File: config.mk
export PLATFORM = sky130hd
export DESIGN_NAME = prf_occupancy_tracker
export DESIGN_NICKNAME = d
export VERILOG_FILES = /design/src/rtl/prt_pkg.sv /design/src/rtl/prt_cost_summer.sv /design/src/rtl/prt_counter.sv /design/src/rtl/prt_stall_eval.sv /design/src/rtl/prf_occupancy_tracker.sv
export SDC_FILE = /design/constraint.sdc
export NUM_CORES = 1
export LEC_CHECK = 0
export CORE_MARGIN = 5
export CORE_UTILIZATION = 60
export DETAILED_ROUTE_END_ITERATION = 7
export DONT_BUFFER_PORTS = 1
export PLACE_DENSITY_LB_ADDON = 0.25
export SLEW_MARGIN = 40
export SYNTH_ARGS = -nofsm -noshare
export SYNTH_HDL_FRONTEND = slang
export SYNTH_SLANG_ARGS = --single-unit
File: constraint.sdc
create_clock -name clk -period 15.2 [get_ports clk]
set_input_delay 0.76 -clock clk [delete_from_list [all_inputs] [get_ports clk]]
set_output_delay 0.76 -clock clk [all_outputs]
set_load 0.1 [all_outputs]
File: src/rtl/prt_pkg.sv
package prt_pkg;
  // A destination slot consumes physical registers only if it is in use and
  // none of the bypass conditions applies.
  function automatic logic slot_charges(input logic vld, input logic zero,
                                        input logic elim, input logic partial);
    return vld & ~zero & ~elim & ~partial;
  endfunction
endpackage

File: src/rtl/prt_cost_summer.sv
module prt_cost_summer #(
  parameter int NUM_ARCH  = 16,
  parameter int NUM_FILES = 4,
  parameter int NUM_DST   = 2,
  parameter int COST_W    = 2,
  parameter int SUM_W     = 8,
  parameter logic [NUM_ARCH*$clog2(NUM_FILES)-1:0] FILE_MAP = '0,
  parameter logic [NUM_ARCH*COST_W-1:0]            COST_MAP = '0
) (
  input  logic [NUM_DST*$clog2(NUM_ARCH)-1:0] regs_i,
  input  logic [NUM_DST-1:0]                  charge_i,
  output logic [NUM_FILES*SUM_W-1:0]          sums_o
);
  localparam int REG_W  = $clog2(NUM_ARCH);
  localparam int FIDX_W = $clog2(NUM_FILES);

  logic [SUM_W-1:0] acc [NUM_FILES];

  always_comb begin
    for (int f = 0; f < NUM_FILES; f++) acc[f] = '0;
    for (int d = 0; d < NUM_DST; d++) begin
      logic [REG_W-1:0]  r;
      logic [FIDX_W-1:0] fi;
      logic [COST_W-1:0] c;
      r  = regs_i[d*REG_W +: REG_W];
      fi = FILE_MAP[int'(r)*FIDX_W +: FIDX_W];
      c  = COST_MAP[int'(r)*COST_W +: COST_W];
      if (charge_i[d]) begin
        acc[0] = acc[0] + SUM_W'(c);
        if (fi != '0) acc[fi] = acc[fi] + SUM_W'(c);
      end
    end
  end

  for (genvar g = 0; g < NUM_FILES; g++) begin : g_out
    assign sums_o[g*SUM_W +: SUM_W] = acc[g];
  end
endmodule

File: src/rtl/prt_counter.sv
module prt_counter #(
  parameter int CNT_W = 8
) (
  input  logic             clk,
  input  logic             rst_n,
  input  logic [CNT_W-1:0] add_i,
  input  logic [CNT_W-1:0] sub_i,
  output logic [CNT_W-1:0] cnt_o,
  output logic             uflow_o
);
  localparam logic [CNT_W-1:0] CNT_MAX = '1;

  logic [CNT_W:0]   grown;
  logic [CNT_W:0]   diff;
  logic [CNT_W-1:0] nxt;
  logic             nxt_uf;

  always_comb begin
    grown  = {1'b0, cnt_o} + {1'b0, add_i};
    diff   = grown - {1'b0, sub_i};
    nxt_uf = grown < {1'b0, sub_i};
    if (nxt_uf)       nxt = '0;
    else if (diff[CNT_W]) nxt = CNT_MAX;
    else              nxt = diff[CNT_W-1:0];
  end

  always_ff @(posedge clk) begin
    if (!rst_n) begin
      cnt_o   <= '0;
      uflow_o <= 1'b0;
    end else begin
      cnt_o   <= nxt;
      uflow_o <= nxt_uf;
    end
  end

  p_idle_hold_r2: assert property (@(posedge clk) disable iff (!rst_n)
    (add_i == '0 && sub_i == '0) |=> cnt_o == $past(cnt_o));
  p_grow_only_r2: assert property (@(posedge clk) disable iff (!rst_n)
    (sub_i == '0) |=> cnt_o >= $past(cnt_o));
  p_shrink_only_r3: assert property (@(posedge clk) disable iff (!rst_n)
    (add_i == '0) |=> cnt_o <= $past(cnt_o));
  p_floor_cause_r7: assert property (@(posedge clk) disable iff (!rst_n)
    uflow_o |-> ($past(sub_i) != '0 && cnt_o == '0));
endmodule

File: src/rtl/prt_stall_eval.sv
module prt_stall_eval #(
  parameter int               CNT_W = 8,
  parameter logic [CNT_W-1:0] CAP   = '0
) (
  input  logic [CNT_W-1:0] used_i,
  input  logic [CNT_W-1:0] req_i,
  output logic             stall_o
);
  if (CAP == '0) begin : g_unbounded
    assign stall_o = 1'b0;
  end else begin : g_bounded
    logic [CNT_W-1:0] req_c;
    logic [CNT_W:0]   need;
    always_comb begin
      req_c   = (req_i > CAP) ? CAP : req_i;
      need    = {1'b0, used_i} + {1'b0, req_c};
      stall_o = (req_i != '0) && (need > {1'b0, CAP});
    end
  end
endmodule

File: src/rtl/prf_occupancy_tracker.sv
module prf_occupancy_tracker #(
  parameter int NUM_FILES = 4,
  parameter int NUM_ARCH  = 16,
  parameter int NUM_DST   = 2,
  parameter int CNT_W     = 8,
  parameter int COST_W    = 2,
  parameter logic [NUM_ARCH*$clog2(NUM_FILES)-1:0] FILE_MAP = 32'hFFAA5500,
  parameter logic [NUM_ARCH*COST_W-1:0]            COST_MAP = 32'h55AA5555,
  parameter logic [NUM_FILES*CNT_W-1:0]            CAPS     = 32'h00060118
) (
  input  logic                                clk,
  input  logic                                rst_n,
  input  logic                                alloc_valid,
  input  logic [NUM_DST*$clog2(NUM_ARCH)-1:0] alloc_reg,
  input  logic [NUM_DST-1:0]                  alloc_dst_vld,
  input  logic [NUM_DST-1:0]                  alloc_zero,
  input  logic [NUM_DST-1:0]                  alloc_elim,
  input  logic [NUM_DST-1:0]                  alloc_partial,
  input  logic                                free_valid,
  input  logic [NUM_DST*$clog2(NUM_ARCH)-1:0] free_reg,
  input  logic [NUM_DST-1:0]                  free_dst_vld,
  input  logic [NUM_DST-1:0]                  free_zero,
  input  logic [NUM_DST-1:0]                  free_elim,
  input  logic [NUM_DST-1:0]                  free_partial,
  input  logic [NUM_DST*$clog2(NUM_ARCH)-1:0] query_reg,
  input  logic [NUM_DST-1:0]                  query_dst_vld,
  output logic [NUM_FILES-1:0]                stall_mask,
  output logic [NUM_FILES*CNT_W-1:0]          used_cnt,
  output logic                                underflow_err
);
  import prt_pkg::*;

  logic [NUM_DST-1:0]         alloc_chg, free_chg;
  logic [NUM_FILES*CNT_W-1:0] add_sum, sub_sum, qry_sum;
  logic [NUM_FILES-1:0]       uf_vec;

  always_comb begin
    for (int d = 0; d < NUM_DST; d++) begin
      alloc_chg[d] = alloc_valid & slot_charges(alloc_dst_vld[d], alloc_zero[d],
                                                alloc_elim[d], alloc_partial[d]);
      free_chg[d]  = free_valid & slot_charges(free_dst_vld[d], free_zero[d],
                                               free_elim[d], free_partial[d]);
    end
  end

  prt_cost_summer #(.NUM_ARCH(NUM_ARCH), .NUM_FILES(NUM_FILES), .NUM_DST(NUM_DST),
    .COST_W(COST_W), .SUM_W(CNT_W), .FILE_MAP(FILE_MAP), .COST_MAP(COST_MAP))
    u_add (.regs_i(alloc_reg), .charge_i(alloc_chg), .sums_o(add_sum));

  prt_cost_summer #(.NUM_ARCH(NUM_ARCH), .NUM_FILES(NUM_FILES), .NUM_DST(NUM_DST),
    .COST_W(COST_W), .SUM_W(CNT_W), .FILE_MAP(FILE_MAP), .COST_MAP(COST_MAP))
    u_sub (.regs_i(free_reg), .charge_i(free_chg), .sums_o(sub_sum));

  prt_cost_summer #(.NUM_ARCH(NUM_ARCH), .NUM_FILES(NUM_FILES), .NUM_DST(NUM_DST),
    .COST_W(COST_W), .SUM_W(CNT_W), .FILE_MAP(FILE_MAP), .COST_MAP(COST_MAP))
    u_qry (.regs_i(query_reg), .charge_i(query_dst_vld), .sums_o(qry_sum));

  for (genvar g = 0; g < NUM_FILES; g++) begin : g_file
    prt_counter #(.CNT_W(CNT_W)) u_cnt (
      .clk(clk), .rst_n(rst_n),
      .add_i(add_sum[g*CNT_W +: CNT_W]), .sub_i(sub_sum[g*CNT_W +: CNT_W]),
      .cnt_o(used_cnt[g*CNT_W +: CNT_W]), .uflow_o(uf_vec[g]));

    prt_stall_eval #(.CNT_W(CNT_W), .CAP(CAPS[g*CNT_W +: CNT_W])) u_stall (
      .used_i(used_cnt[g*CNT_W +: CNT_W]), .req_i(qry_sum[g*CNT_W +: CNT_W]),
      .stall_o(stall_mask[g]));

    p_stall_needs_req_r8: assert property (@(posedge clk) disable iff (!rst_n)
      stall_mask[g] |-> qry_sum[g*CNT_W +: CNT_W] != '0);
  end

  assign underflow_err = |uf_vec;

  p_err_needs_free_r7: assert property (@(posedge clk) disable iff (!rst_n)
    underflow_err |-> $past(free_valid));
  p_unbounded_quiet_r9: assert property (@(posedge clk) disable iff (!rst_n)
    (CAPS[(NUM_FILES-1)*CNT_W +: CNT_W] == '0) |-> !stall_mask[NUM_FILES-1]);
endmodule

Word level (Yosys, flattened, before mapping)
Cells that the tools add are included.
Widths: inputs -> output; s select.
{"block": "totals", "register_bits": 36, "in_bits": 46, "elab_cells": 175}
{"block": "op_classes", "add_sub_neg": 20, "n_lt_le_gt_ge": 22, "n_shift": 12, "mux": 55, "bitwise_logic": 35, "reduce_logical": 23}
{"op": "$mux 32", "n": 12}
{"op": "$shiftx 32x6->2 const A", "n": 12}
{"op": "$mux 8", "n": 25}
{"op": "$bwmux 32", "n": 6}
{"op": "$bmux 8 s2", "n": 6}
{"op": "$demux 8 s2", "n": 6}
{"op": "$add 8x2->8", "n": 9}
{"op": "$add 8x8->9", "n": 7}
{"op": "$lt 9x8->1", "n": 4}
{"op": "$sub 9x8->9", "n": 4}
{"op": "$reduce_bool 8->1", "n": 3}
{"op": "$ge 3x3->1 const B", "n": 6}
{"op": "$lt 3x1->1 const B", "n": 6}
{"op": "$not 2->3", "n": 6}
{"op": "$and 1x1->1", "n": 16}
{"op": "$not 1->1", "n": 13}
{"op": "$reduce_bool 2->1", "n": 6}
{"op": "$gt 9x1->1 const B", "n": 1}
{"op": "$gt 9x3->1 const B", "n": 1}
{"op": "$gt 9x5->1 const B", "n": 1}
{"op": "$logic_and 1x1->1", "n": 9}
{"op": "$gt 8x1->1 const B", "n": 1}
{"op": "$gt 8x3->1 const B", "n": 1}
{"op": "$gt 8x5->1 const B", "n": 1}
{"op": "other kinds (2)", "n": 5}

Depth between registers and ports, before layout
Gate-level depths: netlist of run 1.
{"block": "logic_depth", "ltp_word": 22, "ltp_mapped": 24}

Modules after synthesis
From an unflattened synthesis of run 1, not the netlist that was laid out.
{"block": "unflattened", "cells_unflattened": 886, "area_unflattened_um2": 7178.1}
{"mod": "prt_counter (g_file[0].u_cnt ...)", "n_inst": 2, "cells_per_inst": 118, "area_each_um2": 1022.2, "seq_area_each_um2": 180.2}
{"mod": "prt_counter (g_file[2].u_cnt ...)", "n_inst": 2, "cells_per_inst": 119, "area_each_um2": 1006.0, "seq_area_each_um2": 180.2}
{"mod": "prt_cost_summer (u_add ...)", "n_inst": 2, "cells_per_inst": 85, "area_each_um2": 630.6, "seq_area_each_um2": 0.0}
{"mod": "prt_cost_summer (u_sub)", "n_inst": 1, "cells_per_inst": 87, "area_each_um2": 631.9, "seq_area_each_um2": 0.0}
{"mod": "prt_stall_eval (g_file[2].u_stall)", "n_inst": 1, "cells_per_inst": 50, "area_each_um2": 406.6, "seq_area_each_um2": 0.0}
{"mod": "prt_stall_eval (g_file[1].u_stall)", "n_inst": 1, "cells_per_inst": 51, "area_each_um2": 386.6, "seq_area_each_um2": 0.0}
{"mod": "prt_stall_eval (g_file[0].u_stall)", "n_inst": 1, "cells_per_inst": 43, "area_each_um2": 362.8, "seq_area_each_um2": 0.0}
{"mod": "prf_occupancy_tracker", "n_inst": 1, "cells_per_inst": 9, "area_each_um2": 61.3, "seq_area_each_um2": 0.0}
{"mod": "prt_stall_eval (g_file[3].u_stall)", "n_inst": 1, "cells_per_inst": 2, "area_each_um2": 11.3, "seq_area_each_um2": 0.0}

Least setup slack after synthesis of run 1
No wires, ideal clock.
{"block": "synth_timing", "kind": "input-to-reg", "from": "in alloc_reg[7]", "to": "reg g_file[1].u_cnt.cnt_o[5]", "setup_ps": 148, "arrival_time_ps": 5592, "required_time_ps": 15052, "slack_ps": 9460, "cell_stages": 22, "cell_sequence": "clkbuf_1 -> nor2b_1 -> inv_1 -> ha_1 -> fa_1 -> mux2i_1 -> nor2_1 -> a21o_1 -> inv_1 -> fa_1 -> mux2_2 -> a22oi_1 -> ha_1 -> nor2b_1 -> o31a_1 -> a21oi_1 -> ha_1 -> a21o_1 -> a31oi_1 -> nand2_1 -> o41ai_2 -> a311oi_1"}
{"block": "synth_via", "elab_chain_len": 12, "elab_cells_between_ends": 22, "classes_between": "add/sub (4); order compare (3); shift (2); mux (9); bitwise (1); reduce/logical (3)"}
{"item": "start: declaration", "line_no": "prf_occupancy_tracker.sv:14", "text": "input logic [NUM_DST*$clog2(NUM_ARCH)-1:0] alloc_reg,"}
{"item": "$shiftx 32x6->2 (on tied branches)", "line_no": "prt_cost_summer.sv:27, prt_cost_summer.sv:26"}
{"item": "$add 8x2->8 or $not 2->3 (tied branches)", "line_no": "prt_cost_summer.sv:29, prt_cost_summer.sv:30"}
{"item": "$bmux 8 s2, or another cell as far along", "line_no": "prt_cost_summer.sv:30", "text": "if (fi != '0) acc[fi] = acc[fi] + SUM_W'(c);"}
{"item": "$mux 8 (not written as such) or $logic_and 1x1->1 (tied branches)", "line_no": "prt_cost_summer.sv:30"}
{"item": "$mux 8 (not written as such)", "line_no": "prt_cost_summer.sv:30"}
{"item": "$add 8x2->8 or $demux 8 s2 (tied branches)", "line_no": "prt_cost_summer.sv:30"}
{"item": "$bwmux 32", "line_no": "prt_cost_summer.sv:30"}
{"item": "$mux 32 (*)", "line_no": "prt_cost_summer.sv:30"}
{"item": "$mux 32 (*)", "line_no": "prt_cost_summer.sv:28", "text": "if (charge_i[d]) begin"}
{"item": "$add 8x8->9 (*)", "line_no": "prt_counter.sv:19", "text": "grown = {1'b0, cnt_o} + {1'b0, add_i};"}
{"item": "$sub 9x8->9 or $lt 9x8->1 (tied branches)", "line_no": "prt_counter.sv:20, prt_counter.sv:21"}
{"item": "$mux 8 or $reduce_or 2->1 (tied branches)"}
{"item": "end signal: assignment", "line_no": "prt_counter.sv:32", "text": "cnt_o <= nxt;"}
{"item": "end: declaration", "line_no": "prt_counter.sv:8", "text": "output logic [CNT_W-1:0] cnt_o,"}
Mark *: on every way between the ends. The rest lies on a longest branch, timed or not. The select of a mux whose other input is x is not followed.
A chain may end at the register's enable or synchronous reset.

Worst setup path after layout of run 1
{"block": "layout_timing", "from": "in alloc_zero[0]", "to": "reg g_file[2].u_cnt.cnt_o[5]"}
{"block": "layout_via", "elab_chain_len": 17, "elab_cells_between_ends": 19, "classes_between": "add/sub (4); order compare (1); mux (8); bitwise (5); reduce/logical (1)"}
{"item": "start: declaration", "line_no": "prf_occupancy_tracker.sv:16", "text": "input logic [NUM_DST-1:0] alloc_zero,"}
{"item": "$not 1->1 (*)", "line_no": "prt_pkg.sv:6", "text": "return vld & ~zero & ~elim & ~partial;"}
{"item": "$and 1x1->1 (*) (3 in a row)", "line_no": "prt_pkg.sv:6"}
{"item": "$and 1x1->1 (*)", "line_no": "prf_occupancy_tracker.sv:39", "text": "alloc_chg[d] = alloc_valid & slot_charges(alloc_dst_vld[d], alloc_zero[d],"}
{"item": "$mux 32 (*)", "line_no": "prt_cost_summer.sv:28"}
{"item": "$add 8x2->8", "line_no": "prt_cost_summer.sv:29", "text": "acc[0] = acc[0] + SUM_W'(c);"}
{"item": "$bmux 8 s2", "line_no": "prt_cost_summer.sv:30"}
{"item": "$mux 8 (not written as such) (2 in a row)", "line_no": "prt_cost_summer.sv:30"}
{"item": "$add 8x2->8", "line_no": "prt_cost_summer.sv:30"}
{"item": "$bwmux 32", "line_no": "prt_cost_summer.sv:30"}
{"item": "$mux 32", "line_no": "prt_cost_summer.sv:30"}
{"item": "$mux 32 (*)", "line_no": "prt_cost_summer.sv:28"}
{"item": "$add 8x8->9 (*)", "line_no": "prt_counter.sv:19"}
{"item": "$sub 9x8->9 or $lt 9x8->1 (tied branches)", "line_no": "prt_counter.sv:20, prt_counter.sv:21"}
{"item": "$mux 8 or $reduce_or 2->1 (tied branches)"}
{"item": "end signal: assignment", "line_no": "prt_counter.sv:32"}
{"item": "end: declaration", "line_no": "prt_counter.sv:8"}
Marks and branches as above.

==> impl_metrics.json, run 1 <==
{
  "outcome": "finished, final reports clean",
  "cts_root_buf": "clkbuf_8",
  "hold_depth": 2,
  "startpoint": "alloc_zero[0]",
  "route.vias.total": 4572,
  "max-slew-margin-rel_pct": 51.46,
  "crit_family": "adder cells",
  "timing.rr.start": "g_file[2].u_cnt.cnt_o[0]$_SDFF_PP0_",
  "internal_power_uw": 359.8,
  "firstDrtPassIters": 5,
  "routed_wl_um": 11630,
  "wire_per_inst_um": 15.36,
  "synthFlopType": "dfxtp_1",
  "cts_max_path_buffers": 2,
  "critical_path_arrival_ns": 6.08,
  "setup_viol": 0,
  "post_cts.repair.setup_buffers": 0,
  "drt-initial-drc-count": 224,
  "fin_nets": 781,
  "rr_worst_depth": 12,
  "synth_compound_area_share_pct": 24.97,
  "yosysSeqAreaShare_pct": 14.51,
  "core_area_um2": 8134,
  "num_rows": 33,
  "p_leak_nw": 2.313,
  "switching_share_pct": 61.46,
  "finalHoldViolCount": 0,
  "p_comb_share_pct": 49.4,
  "maxCapViolCount": 0,
  "die_height_um": 101.0,
  "ioPinCount": 83,
  "synth_warnings": 0,
  "netSwitchingPower_uw": 573.8,
  "worst-path-max-fanout": 7,
  "synth_top_family_by_area": "compound AO/OA/AOI/OAI gates",
  "antenna_cells": 0,
  "synth_cell_types": 62,
  "slew_violations": 0,
  "fmax_mhz": 168.5,
  "instances_no_fill": 757,
  "synth_edf_count": 0,
  "fin_crit_sh_pct": 39.04,
  "p_per_area_nw_per_um2": 177.6,
  "start_kind": "input pin",
  "cts.clk_slew.worst_paths_ns": 0.07,
  "reg2reg_to": "g_file[2].u_cnt.cnt_o[5]$_SDFF_PP0_",
  "crit_slowest_cell": "o41ai_2",
  "cp_num_buf_inv": 3,
  "clk-insertion-delay-late_ns": 0.29,
  "holdWs_ns": 0.6020,
  "synth-seq-cells": 36,
  "yosys.area_share.simple_pct": 21.01,
  "min_to": "g_file[1].u_cnt.cnt_o[7]$_SDFF_PP0_",
  "synth_fa_ha_area_share_pct": 23.73,
  "grt_max_degree": 13,
  "drc": 0,
  "worstPathRequired_ns": 15.35,
  "track_usage_pct": 22.96,
  "die_x_um": 101.0,
  "dp_cells": 749,
  "r2r_slack_ns": 11.37,
  "ant_nets": 0,
  "power_uw": 933.5,
  "drive_gt1_share_pct": 10.43,
  "die_area_um2": 10200,
  "cts_sinks": 36,
  "grt_pass1_vias": 4401,
  "grt-ovfl-total": 0,
  "syn_inst": 638,
  "rsz0062_at_grt": "false",
  "io_buffers": 0,
  "max_stage_delay_ns": 0.66,
  "path_cells": "nand3b_1, nor3_1, nor2b_1, ha_1, fa_1, mux2i_1, nor2_1, a21o_1, inv_1, fa_1, o21ai_0, inv_1, fa_1, inv_1, ha_1, nor2b_1, o21ai_0, nand2b_1, a31oi_1, nand2_1, o41ai_2, a311oi_1",
  "min-delay-start": "rst_n",
  "p_seq_share_pct": 42.8,
  "end_kind": "register",
  "fillers": 729,
  "period_needed_ns": 5.935,
  "cts_tree": "done",
  "ys_async_sr_fraction_pct": 0,
  "cts-buffers-inserted": 5,
  "cts_resized": 0,
  "yosys-mux-area-fraction_pct": 1.965,
  "htree_num_levels": 2,
  "peakVddDrop_mv": 0.1458,
  "antenna_found_initial": 0,
  "area_growth_pct": 5.870,
  "worst_pin_slew_ns": 0.7202,
  "synth_xor_area_share_pct": 8.289,
  "grt_pass1_wl_um": 19400,
  "syn_area_um2": 4966,
  "critPathKind": "input pin to register",
  "clkPwrFrac_pct": 7.8,
  "hp-class": "input pin to register",
  "fin_setup_tns_ns": 0,
  "fin_skew_ns": 0.001533,
  "avgSynthCellArea_um2": 7.784,
  "gp_congestion": 0.8793,
  "cts_hold_buf": 0,
  "start_util_pct": 61.05,
  "vias_per_cell": 6.040,
  "dp_hpwl_um": 9617
}
[logic make-up (layout without fill, tap and decap cells)]
logic type               after synthesis  after routing
AND/OR/NAND/NOR                      205            205
flip-flops                            36             36
other                                  2             20
multiplexers                           9              9
XOR/XNOR                              47             47
AO/OA/AOI/OAI                        188            188
adder cells (fa/ha/maj)               84             84
buffers and inverters                 67             63
[registers in the layout, summed over array words and instances (netlist names)]
signal	count
g_file.u_cnt.cnt_o	32
g_file.u_cnt.uflow_o	4
[placed cells by master (no fill, tap or decap), types with 6 or more instances in the layout]
master and instances:
nor2_1 49, clkbuf_8 6, and3_1 6, ha_1 67, o21ai_0 40, nor2b_1 23, nand2b_1 16, xnor2_1 27
nand2_1 48, a21o_1 18, inv_1 53, mux2_2 6, nor3_1 15, a21oi_1 58, nand3_1 15, dfxtp_2 32
xor2_1 20, o2111ai_1 8, and2_1 6, fa_1 17, conb_1 20, o21a_1 7
[metrics by stage]
stage | instance area [um2] | util, % | setup WS (ns)
2_1_floorplan | 5034 | - | 9.460
3_3_place_gp | 5125 | 63.01 | 9.082
3_5_place_dp | 5167 | 63.53 | 8.991
4_1_cts | 5258 | 64.64 | 9.286
5_1_grt | 5258 | 64.64 | 8.750
6_report | 5258 | 64.64 | 9.265
[final cells by class]
type	count	area (um2)	area share, %
clock buffers	8	90.09	1.713
well taps	105	131.4	2.499
multi-input cells	553	4061	77.25
inverters	53	198.9	3.784
repair buffers	2	15.01	0.2856
flip-flops and latches	36	760.7	14.47
[synthesized netlist by cell type (3+ instances only)]
library cell / number / area [um2]
nor3_1: 15 / 75.07
o2111ai_1: 8 / 70.07
xnor2_1: 27 / 236.5
inv_1: 53 / 198.9
o21a_1: 7 / 52.55
nor4_1: 3 / 18.77
mux2i_1: 3 / 30.03
nor2b_1: 23 / 143.9
a22oi_1: 4 / 30.03
a21oi_1: 58 / 290.3
nor2_1: 49 / 183.9
ha_1: 67 / 838.3
a211oi_1: 3 / 22.52
clkbuf_1: 10 / 37.54
and3_1: 6 / 37.54
a311oi_1: 4 / 35.03
nand2b_1: 16 / 100.1
o31a_1: 4 / 35.03
mux2_2: 6 / 67.56
nand3_1: 15 / 75.07
o22ai_1: 4 / 25.02
a2111oi_0: 3 / 26.28
a21o_1: 18 / 135.1
nand4_1: 3 / 18.77
o21ai_0: 40 / 200.2
fa_1: 17 / 340.3
nand2_1: 48 / 180.2
a31oi_1: 6 / 37.54
o21ai_1: 3 / 15.01
dfxtp_1: 36 / 720.7
buf_4: 4 / 30.03
xor2_1: 20 / 175.2
nand3b_1: 4 / 30.03
or2_2: 3 / 18.77
o41ai_1: 3 / 26.28
and2_1: 7 / 43.79
o21bai_1: 3 / 22.52
[metal layers]
layer | vias to the layer above | GRT usage, % | routed length, um
met3 | 21 | 3.875 | 790
met2 | 124 | 39.44 | 5469
met1 | 2142 | 29.45 | 5139
met4 | 0 | 6.851 | 226
met5 | - | 0 | 0
li1 | 2285 | - | -
[worst reg2reg max path: stages, from the launching register on]
cell and delay (ns):
dfxtp_2 0.70, ha_1 0.30, inv_1 0.07, fa_1 0.57, inv_1 0.07, ha_1 0.29
nor2b_1 0.13, o21ai_0 0.14, nand2b_1 0.11, a31oi_1 0.39, nand2_1 0.16, o41ai_2 0.66
a311oi_1 0.10
[power by group through the flow]
| stage | clock [mW] | sequential [mW] | combinational, mW |
|---|---|---|---|
| global placement | 0 | 0.393 | 0.437 |
| CTS | 0.0726 | 0.400 | 0.458 |
| finish | 0.0724 | 0.399 | 0.462 |
| detailed placement | 0 | 0.403 | 0.455 |
| global route | 0.0766 | 0.405 | 0.517 |
| floorplan | 0 | 0.376 | 0.389 |
[worst max-delay path by stage]
stage | endpoint | depth (start not counted)
finish | g_file[2].u_cnt.cnt_o[5]$_SDFF_PP0_ | 22
global route | g_file[2].u_cnt.cnt_o[5]$_SDFF_PP0_ | 22
CTS | g_file[2].u_cnt.cnt_o[5]$_SDFF_PP0_ | 22
detailed placement | g_file[2].u_cnt.cnt_o[5]$_SDFF_PP0_ | 22
global placement | stall_mask[1] | 19
floorplan | g_file[1].u_cnt.cnt_o[5]$_SDFF_PP0_ | 22
Note: power is estimated with default switching activity, not from simulation.
==> inputs of run 2 (changes only) <==
==> constraint.sdc (replaced) <==
create_clock -name clk -period 6.18 [get_ports clk]
set_input_delay 0.309 -clock clk [delete_from_list [all_inputs] [get_ports clk]]
set_output_delay 0.309 -clock clk [all_outputs]
set_load 0.1 [all_outputs]
==> impl_metrics.json, run 2 (synthesis gave the netlist of run 1 again) <==
{
  "critPathKind": "input pin to register",
  "outcome": "finished, final reports clean",
  "clk-insertion-delay-late_ns": 0.29,
  "design_area_um2": 5270,
  "maxCapViolCount": 0,
  "instances_no_fill": 759,
  "slew_violations": 0,
  "cts_max_path_buffers": 2,
  "end_kind": "register",
  "min_to": "g_file[1].u_cnt.cnt_o[7]$_SDFF_PP0_",
  "route.vias.total": 4603,
  "grt-ovfl-total": 0,
  "critical_path_arrival_ns": 5.70,
  "layout_commonest_cell": "ha_1",
  "grt_pass1_wl_um": 20430,
  "num_rows": 33,
  "period_needed_ns": 5.563,
  "top_regs": "g_file.u_cnt.cnt_o x32, g_file.u_cnt.uflow_o x4",
  "setup_viol": 0,
  "max-slew-margin-rel_pct": 51.44,
  "rr_worst_depth": 12,
  "fin_setup_tns_ns": 0,
  "holdWs_ns": 0.1481,
  "fin_nets": 783,
  "hold_depth": 2,
  "antenna_found_initial": 0,
  "finalHoldViolCount": 0,
  "ant_nets": 0,
  "fin_skew_ns": 0.002509,
  "layout_common_cells": "ha_1, a21oi_1, inv_1, nor2_1, nand2_1",
  "path_cells": "nand3b_1, nor3_1, nor2b_1, ha_1, fa_1, mux2i_1, nor2_1, a21o_1, inv_1, fa_1, o21ai_0, inv_1, fa_1, inv_1, ha_1, nor2b_1, o21ai_0, nand2b_1, a31oi_1, nand2_1, o41ai_2, a21oi_1",
  "htree_num_levels": 2,
  "rsz0062_at_grt": "false",
  "crit_slowest_cell": "o41ai_2",
  "cp_num_buf_inv": 3,
  "dp_cells": 751,
  "cts_root_buf": "clkbuf_8",
  "fin_crit_sh_pct": 90.02,
  "hp-class": "input pin to register",
  "drt-initial-drc-count": 255,
  "vias_per_cell": 6.065,
  "die_x_um": 101.0,
  "firstDrtPassIters": 4,
  "max_stage_delay_ns": 0.68,
  "peakVddDrop_mv": 0.3648,
  "r2r_slack_ns": 2.31,
  "worst-path-max-fanout": 7,
  "wire_per_inst_um": 15.87,
  "timing.rr.start": "g_file[2].u_cnt.cnt_o[0]$_SDFF_PP0_",
  "cts_resized": 0,
  "area_growth_pct": 6.122,
  "start_util_pct": 61.05,
  "start_kind": "input pin",
  "largest_register": "g_file.u_cnt.cnt_o",
  "cts_sinks": 36,
  "gp_congestion": 0.8835,
  "dp_hpwl_um": 9983,
  "io_buffers": 0,
  "ioPinCount": 83,
  "post-route-util_pct": 64.79,
  "core_area_um2": 8134,
  "track_usage_pct": 24.28,
  "drc": 0,
  "grt_max_degree": 13,
  "post_cts.repair.setup_buffers": 0,
  "antenna_cells": 0,
  "cts-buffers-inserted": 5,
  "p_leak_nw": 2.322,
  "drive_gt1_share_pct": 10.40,
  "largest_register_ff_count": 32,
  "fillers": 720,
  "crit_family": "adder cells",
  "worst_pin_slew_ns": 0.7205,
  "reg2reg_to": "g_file[2].u_cnt.cnt_o[4]$_SDFF_PP0_",
  "cts_hold_buf": 0,
  "fmax_mhz": 179.8,
  "grt_pass1_vias": 4571,
  "cts_tree": "done",
  "die_height_um": 101.0,
  "worstPathRequired_ns": 6.32,
  "placed_area_um2": 5180,
  "routed_wl_um": 12050,
  "die_area_um2": 10200,
  "p_per_area_nw_per_um2": 438.4,
  "cts.clk_slew.worst_paths_ns": 0.07,
  "min-delay-start": "rst_n"
}
-- run 2: cell types whose count changed in the layout (fill, tap and decap cells not counted), sizes merged --
cell  delta
buf      +2
-- run 2: cell type report --
| class | instances | area, um2 | area share (%) |
|---|---|---|---|
| timing repair buffer | 4 | 30.03 | 0.5698 |
| clock buffer | 8 | 90.09 | 1.709 |
| sequential | 36 | 759.5 | 14.41 |
| inverter | 53 | 198.9 | 3.775 |
| multi-input combinational | 553 | 4060 | 77.04 |
| tap | 105 | 131.4 | 2.493 |
-- run 2: where the power goes --
| part | internal, mW | leakage [nW] | switching [mW] |
|---|---|---|---|
| sequential | 0.339 | 0.308 | 0.631 |
| clock | 0.0911 | 0.0455 | 0.0869 |
| combinational | 0.457 | 1.97 | 0.705 |
| total | 0.887 | 2.32 | 1.42 |
-- run 2: worst max path at each step --
stage                        from                             endpoint  cells past startpoint
floorplan            alloc_reg[7]  g_file[1].u_cnt.cnt_o[5]$_SDFF_PP0_                     22
global route        alloc_zero[0]  g_file[2].u_cnt.cnt_o[6]$_SDFF_PP0_                     22
CTS                 alloc_zero[0]  g_file[2].u_cnt.cnt_o[5]$_SDFF_PP0_                     22
global placement    alloc_zero[0]  g_file[1].u_cnt.cnt_o[5]$_SDFF_PP0_                     23
detailed placement  alloc_zero[0]  g_file[2].u_cnt.cnt_o[5]$_SDFF_PP0_                     22
finish              alloc_zero[0]  g_file[2].u_cnt.cnt_o[4]$_SDFF_PP0_                     22
-- run 2: layer usage --
| layer | part of all wire [%] | track usage [%] | wire [um] |
|---|---|---|---|
| met1 | 42 | 30.06 | 5060 |
| met3 | 7.4 | 4.429 | 891 |
| met2 | 47 | 41.11 | 5705 |
| met5 | 0 | 0 | 0 |
| met4 | 3.2 | 10.53 | 389 |
-- run 2: worst reg2reg max path, cell delays in order (launching register included) --
cell and delay [ns]:
dfxtp_2 0.70, ha_1 0.29, inv_1 0.07, fa_1 0.56, inv_1 0.06, ha_1 0.28
nor2b_1 0.13, o21ai_0 0.19, nand2b_1 0.13, a31oi_1 0.39, nand2_1 0.16, o41ai_2 0.68
a21oi_1 0.10
-- run 2: through the flow --
step                setup WS [ns]  total power [mW]
detailed placement         0.4179             2.119
CTS                        0.6651             2.303
global placement           0.6605             2.045
floorplan                  0.8905             1.881
global route               0.1174             2.475
finish                     0.6168             2.310
